[src/rtl/idle_hs_pkg.sv]
package idle_hs_pkg;

    typedef enum logic [1:0] {
        IM_FORCE = 2'b00,
        IM_NEVER = 2'b01,
        IM_SMART = 2'b10,
        IM_RSVD  = 2'b11
    } idle_mode_e;

    typedef enum logic {
        ST_RUN  = 1'b0,
        ST_IDLE = 1'b1
    } idle_state_e;

    typedef struct packed {
        idle_state_e st;
        logic        wake;
        logic        keep_if;
        logic        keep_fn;
    } hs_regs_t;

    localparam hs_regs_t HS_RESET = '{st: ST_RUN, wake: 1'b0, keep_if: 1'b1, keep_fn: 1'b1};

endpackage

[src/rtl/idle_pend_mon.sv]
module idle_pend_mon #(
    parameter int WIDTH = 4
) (
    input  logic             clk,
    input  logic             rst_n,
    input  logic [WIDTH-1:0] pend_i,
    output logic             any_o,
    output logic             rise_o
);
    logic [WIDTH-1:0] prev_d, prev_q;
    logic [WIDTH-1:0] edge_bits;

    always_comb begin
        prev_d    = pend_i;
        edge_bits = pend_i & ~prev_q;
        any_o     = |pend_i;
        rise_o    = |edge_bits;
    end

    always_ff @(posedge clk or negedge rst_n) begin
        if (!rst_n) prev_q <= '0;
        else        prev_q <= prev_d;
    end


    rise_has_level_chk: assert property (@(posedge clk) disable iff (!rst_n)
        rise_o |-> any_o);

endmodule

[src/rtl/idle_grant_policy.sv]
module idle_grant_policy
    import idle_hs_pkg::*;
(
    input  idle_mode_e mode_i,
    input  logic       busy_i,
    output logic       grant_o
);
    always_comb begin
        unique case (mode_i)
            IM_FORCE: grant_o = 1'b1;
            IM_SMART: grant_o = !busy_i;
            IM_NEVER: grant_o = 1'b0;
            default:  grant_o = 1'b0;
        endcase
    end


    always_comb begin
        rsvd_no_grant_chk: assert (!(mode_i == IM_RSVD && grant_o === 1'b1));
    end

endmodule

[src/rtl/idle_handshake_ctrl.sv]
module idle_handshake_ctrl
    import idle_hs_pkg::*;
#(
    parameter int NUM_IRQ = 4,
    parameter int NUM_EVT = 2
) (
    input  logic               clk,
    input  logic               rst_n,
    input  logic [1:0]         idle_mode,
    input  logic [1:0]         clk_act,
    input  logic               idle_req,
    input  logic [NUM_IRQ-1:0] irq_pend,
    input  logic [NUM_EVT-1:0] evt_pend,
    output logic               idle_ack,
    output logic               keep_iclk,
    output logic               keep_fclk,
    output logic               wake_req
);
    localparam int PEND_W = NUM_IRQ + NUM_EVT;

    logic [PEND_W-1:0] pend_all;
    logic              busy, fresh, grant;
    idle_mode_e        mode;
    hs_regs_t          r_d, r_q;

    assign pend_all = {evt_pend, irq_pend};
    assign mode     = idle_mode_e'(idle_mode);

    idle_pend_mon #(.WIDTH(PEND_W)) u_mon (
        .clk    (clk),
        .rst_n  (rst_n),
        .pend_i (pend_all),
        .any_o  (busy),
        .rise_o (fresh)
    );

    idle_grant_policy u_policy (
        .mode_i  (mode),
        .busy_i  (busy),
        .grant_o (grant)
    );

    always_comb begin
        r_d = r_q;
        unique case (r_q.st)
            ST_RUN: begin
                r_d.wake = 1'b0;
                if (idle_req && grant) r_d.st = ST_IDLE;
            end
            ST_IDLE: begin
                if (!idle_req) begin
                    r_d.st   = ST_RUN;
                    r_d.wake = 1'b0;
                end else begin
                    r_d.wake = r_q.wake | fresh;
                end
            end
            default: r_d = HS_RESET;
        endcase
        if (r_d.st == ST_IDLE) begin
            r_d.keep_if = clk_act[0];
            r_d.keep_fn = clk_act[1];
        end else begin
            r_d.keep_if = 1'b1;
            r_d.keep_fn = 1'b1;
        end
    end

    always_ff @(posedge clk or negedge rst_n) begin
        if (!rst_n) r_q <= HS_RESET;
        else        r_q <= r_d;
    end

    assign idle_ack  = (r_q.st == ST_IDLE);
    assign wake_req  = r_q.wake;
    assign keep_iclk = r_q.keep_if;
    assign keep_fclk = r_q.keep_fn;


    force_grants_chk: assert property (@(posedge clk) disable iff (!rst_n)
        (idle_mode == 2'b00 && idle_req) |=> idle_ack);


    never_grants_chk: assert property (@(posedge clk) disable iff (!rst_n)
        (!idle_ack && idle_mode == 2'b01) |=> !idle_ack);


    smart_waits_chk: assert property (@(posedge clk) disable iff (!rst_n)
        (!idle_ack && idle_mode == 2'b10 && ((|irq_pend) || (|evt_pend))) |=> !idle_ack);


    ack_held_chk: assert property (@(posedge clk) disable iff (!rst_n)
        (idle_ack && idle_req) |=> idle_ack);


    ack_drops_chk: assert property (@(posedge clk) disable iff (!rst_n)
        !idle_req |=> (!idle_ack && !wake_req));


    awake_keeps_chk: assert property (@(posedge clk) disable iff (!rst_n)
        !idle_ack |-> (keep_iclk && keep_fclk));


    wake_needs_ack_chk: assert property (@(posedge clk) disable iff (!rst_n)
        !idle_ack |=> !wake_req);

endmodule

[config.mk]
export PLATFORM = sky130hd
export DESIGN_NAME = idle_handshake_ctrl
export DESIGN_NICKNAME = d
export VERILOG_FILES = /design/src/rtl/idle_hs_pkg.sv /design/src/rtl/idle_pend_mon.sv /design/src/rtl/idle_grant_policy.sv /design/src/rtl/idle_handshake_ctrl.sv
export SDC_FILE = /design/constraint.sdc
export NUM_CORES = 1
export LEC_CHECK = 0
export ABC_CLOCK_PERIOD_IN_PS = 2600
export BUFFER_PORTS_ARGS = -buffer_cell sky130_fd_sc_hd__buf_2
export CAP_MARGIN = 40
export CORE_AREA = 4 4 41 43
export CTS_BUF_LIST = sky130_fd_sc_hd__clkbuf_8
export DETAILED_ROUTE_END_ITERATION = 8
export DIE_AREA = 0 0 45 47
export PLACE_DENSITY = 0.55
export SLEW_MARGIN = 15
export SYNTH_ARGS = -nofsm -noshare
export SYNTH_HDL_FRONTEND = slang
export SYNTH_HIERARCHICAL = 1
export SYNTH_SLANG_ARGS = --single-unit
[constraint.sdc]
create_clock -name clk -period 2.6 [get_ports clk]
set_clock_uncertainty 0.15 [all_clocks]
set_input_delay 0.13 -clock clk [delete_from_list [all_inputs] [get_ports clk]]
set_output_delay 0.13 -clock clk [all_outputs]
set_load 0.05 [all_outputs]
# After elaboration in Yosys (flattened, before gate mapping)
# Cells that the tools add are included.
[classes] add_sub_neg=0 multipliers=0 n_div=0 n_lt_le_gt_ge=0 n_eq_ne=1 shifts=0 mux=6 n_bitwise=4 reduce_logical=5
[op_table] op="OR reduction 6 bit" n=2
[op_table] op="AND 6 bit" n=1
[op_table] op="inverter 6 bit" n=1
[op_table] op="case mux 2 bit (2 select lines)" n=1
[op_table] op="two-way mux 1 bit" n=3
[op_table] op="equality test 2 bit (second input constant)" n=1
[op_table] op="zero test 2 bit" n=1
[op_table] op="two-way mux 2 bit" n=1
[op_table] op="case mux 1 bit (2 select lines)" n=1
[op_table] op="logical AND 1 bit" n=1
[op_table] op="zero test 1 bit" n=1
[op_table] op="inverter 1 bit" n=1
[op_table] op="OR 1 bit" n=1
[word_totals] reg_bits=10 latchBits=0 ram_bits=0 romBits=0 in_bits=13 output_inout_bits=4 word_cells=21 memories=0

# Depth between registers and ports, before layout
# Gate-level depths: netlist (run 1).
[depth] depth_word=7 depth_mapped=5 depth_no_buf=5

# Cells and area by module
# The synthesis (run 1) kept the hierarchy.
[by_module_without_submodules] mod="idle_pend_mon" n_inst=1 cells_per_inst=18 area_per_inst_um2=209.0 seq_area_each_um2=150.1
[by_module_without_submodules] mod="idle_handshake_ctrl" n_inst=1 cells_per_inst=9 area_per_inst_um2=133.9 seq_area_each_um2=102.6
[by_module_without_submodules] mod="idle_grant_policy" n_inst=1 cells_per_inst=1 area_per_inst_um2=8.8 seq_area_each_um2=0.0

# Worst setup path after synthesis (run 1)
# OpenSTA, ideal clock, no wires.
[synth_timing] kind="register to register" start="register u_mon.prev_q[5]" end="register r_q, in the netlist wake_req" setup_time_ns=0.121 arrival_time_ns=0.925 t_required_ns=2.329 setup_slack_ns=1.405 stages_incl_launch_ff=4 n_path_buf=0 synth_period_minus_slack_ns=1.195 path_cell_list="dfrtp_1 o22ai_1 or3_1 o211a_1"
[synth_rtl] item="start, declared" line="idle_pend_mon.sv:10" source="logic [WIDTH-1:0] prev_d, prev_q;"
[synth_rtl] item="start signal, assigned" line="idle_pend_mon.sv:22" source="else prev_q <= prev_d;"
[synth_rtl] item="end signal, assigned" line="idle_handshake_ctrl.sv:71" source="else r_q <= r_d;"
[synth_rtl] item="end, declared" line="idle_handshake_ctrl.sv:24" source="hs_regs_t r_d, r_q;"

==> flow_summary.toml, run 1 <==
[cts]
clkLatencyLatePin_ns = 0.23
cts_resized = 0
cts_buffers = 3
cts_max_path_buffers = 2
cts.sinks = 10
tritoncts = "yes"
cts_root_buffer = "clkbuf_8"
cts.clk_slew.worst_paths_ns = 0.05
htree_levels = 1
post_cts_buffers = 0

[logic_synthesis]
syn_nets = 41
yosys_warnings = 6
synth.top_cell.area_share_pct = 56.9
avgSynthCellArea_sq_um = 12.6
yosys_register_bits = 10
seq_area_frac_synth_pct = 71.9
synth_cells = 28
syn_area_sq_um = 352
synth.area.top_cells = "dfrtp_1 (57%), dfstp_2 (15%), inv_1 (7.5%)"
synth_area_leader_cell = "dfrtp_1"
synth_cell_types = 11

[global_route]
grt_pass1_vias = 315
grt_start_max_net_pins = 11
overflow = 0
grt_usage_pct = 9.60
antenna_found_initial = 0
grt_pass1_wl_mm = 1.37

[worst_setup_path]
reg2reg_depth = 3
crit_end = "keep_fclk"
ff2ff_setup_slack_ns = 1.36
required_ns = 2.61
arrival_ns = 1.70
r2r_end = "wake_req"
startpoint_type = "primary input"
critical_path_class = "primary input to flop"
critPathLaunch = "irq_pend[0]"
reg2reg_from = "u_mon/prev_q[5]"
crit_path_end_kind = "flop"
crit_fanout = 3

[layout]
area_growth_pct = 72.2
antenna_cells = 0
drive_gt1_share_pct = 39.7
layout_commonest_cell = "buf_2"
final_cell_area_sq_um = 606
final_cell_mix = "buf_2 (16), dlygate4sd3_1 (10), dfrtp_1 (8), inv_1 (7), clkbuf_8 (4)"
final_nets = 72
fillers = 135

[detailed_routing]
drc = 0
vias = 313
dr.pass1.iters = 4
ant_nets = 0
viasPerCell = 4.29
dr.first_iter.drc_count = 1
routed_wl_um = 847
wl_per_cell_um = 11.6

[floorplan]
fp.dieH_um = 47
die-area_sq_mm = 0.00212
rows = 13
start_util_pct = 27.0
core_sq_mm = 0.00130
die_width_um = 45
ioPinCount = 17

[timing]
relSlewSlack_pct = 82.1
fin_crit_ns = 1.69
rsz0062_at_grt = "false"
hold_violations = 0
tns_ns = 0
hold_slack_ns = 0.121
max_freq_ghz = 0.591
setup_viol = 0
tightestPinTransition_ns = 0.266
finalMaxSlewViolations = 0
timing.final.crit_share_pct = 65.0

[placement]
port_buffers = 16
place_congestion = 0.714
place_area_sq_um = 450

[job]
maxCapViolCount = 0

[pwr]
ir_drop_mv = 0.374
power.leakage_nw = 0.314
power.density_mw_per_mm2 = 676

[run_status]
status = "finished clean"

[worst_hold_path]
hold_path.class = "primary input to flop"
==> routing by layer <==
metal  up-vias  share of wire, %  GRT usage, %
li1        151                 -             -
met1       142                41          10.8
met2        18                47          15.5
met3         2                11          3.83
met4         0              0.94          5.26
met5         -                 0             0
==> state kept, by name (all words and copies together), names as in the netlist <==
name	count
keep_iclk	1
keep_fclk	1
idle_ack	1
u_mon/prev_q	6
wake_req	1
==> stage by stage <==
stage               std cells  power (mW)  worst slack [ns]  utilization [%]
finish                     73       0.409             0.909             46.5
global route               73       0.437             0.767             46.5
CTS                        73       0.419             0.936             46.5
detailed placement         59       0.208              1.24             34.6
global placement           59       0.208              1.24             34.6
floorplan                  28       0.189              1.40                -
==> power by group <==
part	internal [mW]	leakage [nW]	total (mW)	switching [mW]
clock	0.133	0.0288	0.192	0.0593
sequential	0.165	0.118	0.168	0.00277
combinational	0.0233	0.167	0.0495	0.0262
total	0.321	0.314	0.409	0.0883
==> worst max-delay path: stages <==
cell           delay (ns)
dlygate4sd3_1        0.53
buf_2                0.14
nor4_1               0.30
nand3_1              0.14
a21oi_2              0.14
o21ai_1              0.10
or2_1                0.21
==> area by class of cell <==
cell class	count	area, sq um	area share, %
Inverter	7	26.3	4.34
Clock buffer	4	55.1	9.09
Sequential cell	10	253	41.7
Timing Repair Buffer	26	180	29.8
Multi-Input combinational cell	11	72.6	12.0
Tap cell	15	18.8	3.10
==> worst min-delay path by stage <==
| stage | start | end | slack [ns] | cells past startpoint |
|---|---|---|---|---|
| 4_1_cts | idle_mode[0] | idle_ack | 0.12 | 4 |
| 3_3_place_gp | rst_n | wake_req | -0.15 | 1 |
| 2_1_floorplan | rst_n | idle_ack | -0.32 | 0 |
| 6_report | idle_mode[0] | idle_ack | 0.12 | 4 |
| 3_5_place_dp | rst_n | idle_ack | -0.15 | 1 |
| 5_1_grt | rst_n | wake_req | 0.15 | 2 |
==> timing repair <==
item,in CTS,in global routing
hold buffers,10,0
endpoints found under the hold margin,19,0
endpoints found under the setup margin,0,0
==> cell usage after synthesis, drive strengths merged <==
| cell | instances |
|---|---|
| nand3 | 1 |
| o211a | 1 |
| o21ai | 1 |
| o22ai | 3 |
| nor4 | 1 |
| a21oi | 1 |
| or2 | 2 |
| or3 | 1 |
| dfrtp | 8 |
| inv | 7 |
| dfstp | 2 |
==> cells by family after synthesis <==
kind of cell | count (synthesis) | synth area share, %
flops | 10 | 71.9
buf+inv | 7 | 7.47
compound gates | 6 | 12.1
simple gates | 5 | 8.54
(Power assumes the default switching activity.)
==> run 2: changes to the inputs <==
--- a/config.mk
+++ b/config.mk
@@ -5,7 +5,7 @@
 export SDC_FILE = /design/constraint.sdc
 export NUM_CORES = 1
 export LEC_CHECK = 0
-export ABC_CLOCK_PERIOD_IN_PS = 2600
+export ABC_CLOCK_PERIOD_IN_PS = 1600
 export BUFFER_PORTS_ARGS = -buffer_cell sky130_fd_sc_hd__buf_2
 export CAP_MARGIN = 40
 export CORE_AREA = 4 4 41 43
==> constraint.sdc (replaced) <==
create_clock -name clk -period 1.6 [get_ports clk]
set_clock_uncertainty 0.15 [all_clocks]
set_input_delay 0.08 -clock clk [delete_from_list [all_inputs] [get_ports clk]]
set_output_delay 0.08 -clock clk [all_outputs]
set_load 0.05 [all_outputs]
==> flow_summary.toml, run 2 (same netlist as run 1, synthesis figures left out) <==
[timing]
tightestPinTransition_ns = 0.251
max_freq_ghz = 0.661
fin_crit_ns = 1.51
finalMaxSlewViolations = 0
tns_ns = 0
worst_slack_ns = 0.0860
timing.final.crit_share_pct = 94.6
relSlewSlack_pct = 83.4
setup_viol = 0
hold_violations = 0
hold_slack_ns = 0.0331
rsz0062_at_grt = "false"

[floorplan]
rows = 13
core_sq_mm = 0.00130
die-area_sq_mm = 0.00212
die_width_um = 45
fp.dieH_um = 47
ioPinCount = 17
start_util_pct = 27.0

[worst_hold_path]
hold_path.class = "primary input to flop"
hold_start = "idle_mode[0]"
min_path_cells = 4
hold_end = "idle_ack"

[global_route]
grt_start_max_net_pins = 11
grt_usage_pct = 10.3
antenna_found_initial = 0
met2_usage_pct = 17.5
grt-busiest-layer = "met2"
grt_pass1_wl_mm = 1.44
grtUsageMet1_pct = 9.20
overflow = 0
grt_pass1_vias = 347
grt_use_met3_pct = 7.28

[job]
maxCapViolCount = 0

[placement]
place_congestion = 0.714
post-place-ws_ns = 0.298
place_area_sq_um = 450
port_buffers = 16
dpl.cell_count = 59

[pwr]
switching_share_pct = 23.1
ir_drop_mv = 0.512
intPower_uw = 473
power_switching_uw = 143
seqPwrFrac_pct = 44.2
power.density_mw_per_mm2 = 1030
power.leakage_nw = 0.309
total_power_uw = 616
clkPwrFrac_pct = 42.5
pwr-share-comb_pct = 13.3

[worst_setup_path]
critical_path.slowest_cell = "dlygate4sd3_1"
crit_path_end_kind = "flop"
crit_buf_inv = 3
crit_fanout = 3
required_ns = 1.57
crit_family = "buffers and inverters"
max_stage_delay_ns = 0.54
r2r_end = "wake_req"
critPathLaunch = "irq_pend[3]"
startpoint_type = "primary input"
ff2ff_setup_slack_ns = 0.36
worstPathCellList = "dlygate4sd3_1 -> buf_2 -> inv_1 -> o22ai_1 -> or3_1 -> o211a_1"
reg2reg_from = "u_mon/prev_q[3]"
arrival_ns = 1.48
critical_path_class = "primary input to flop"
reg2reg_depth = 3

[layout]
final_cell_count_no_fill = 72
utilization_pct = 46.2
area_growth_pct = 70.8
final_cell_mix = "buf_2 (15), dlygate4sd3_1 (10), inv_1 (8), dfrtp_1 (8)"
final_cell_area_sq_um = 601
antenna_cells = 0
final_nets = 71
drive_gt1_share_pct = 40.4
largest_register = "u_mon/prev_q"
largest_reg_flops = 6
layout_commonest_cell = "buf_2"

[run_status]
status = "finished clean"

[cts]
cts_root_buffer = "clkbuf_8"
clkLatencyLatePin_ns = 0.23
htree_levels = 1
post_cts_buffers = 0
cts_buffers = 3
cts.sinks = 10
tritoncts = "yes"
cts_max_path_buffers = 2
cts.clk_slew.worst_paths_ns = 0.05

[detailed_routing]
vias = 300
dr.pass1.iters = 1
drc = 0
dr.first_iter.drc_count = 0
viasPerCell = 4.17
wl_per_cell_um = 11.8
routed_wl_um = 853
ant_nets = 0
## run 2: layout make-up
cell class	count	area, sq um
Inverter	7	26.3
Tap cell	15	18.8
Timing Repair Buffer	25	175
Multi-Input combinational cell	11	82.6
Fill cell	134	701
Clock buffer	3	41.3
Sequential cell	10	253
Clock inverter	1	3.75
## run 2: how the worst max path moves through the flow
| stage | endpoint | slack [ns] | depth (start not counted) |
|---|---|---|---|
| floorplan | wake_req | 0.40 | 3 |
| global placement | keep_fclk | 0.34 | 6 |
| detailed placement | keep_iclk | 0.30 | 6 |
| CTS | keep_iclk | 0.02 | 7 |
| global route | keep_fclk | 0.01 | 7 |
| finish | wake_req | 0.09 | 6 |
## run 2: power by group through the flow
| stage | sequential [mW] | clock (mW) | combinational, mW |
|---|---|---|---|
| after floorplan | 0.294 | 0 | 0.0136 |
| after global placement | 0.276 | 0 | 0.0619 |
| after detailed placement | 0.276 | 0 | 0.0622 |
| after CTS | 0.272 | 0.272 | 0.0808 |
| after global routing | 0.273 | 0.289 | 0.0898 |
| final | 0.273 | 0.262 | 0.0817 |
## run 2: timing repair
action | 4_1_cts | 5_1_grt
gates resized for setup | 0 | 2
hold buffers | 10 | 0
endpoints found under the hold margin | 20 | 0
setup endpoints to repair | 0 | 2
## run 2: worst min-delay path, cell delays in order
cell	delay, ns
buf_2	0.08
a21oi_2	0.03
o21ai_2	0.14
inv_1	0.04
## run 2: layer usage
layer / up-vias / share of wire (%)
li1: 149 / -
met1: 130 / 40
met2: 19 / 46
met3: 2 / 12
met4: 0 / 1.6
met5: - / 0
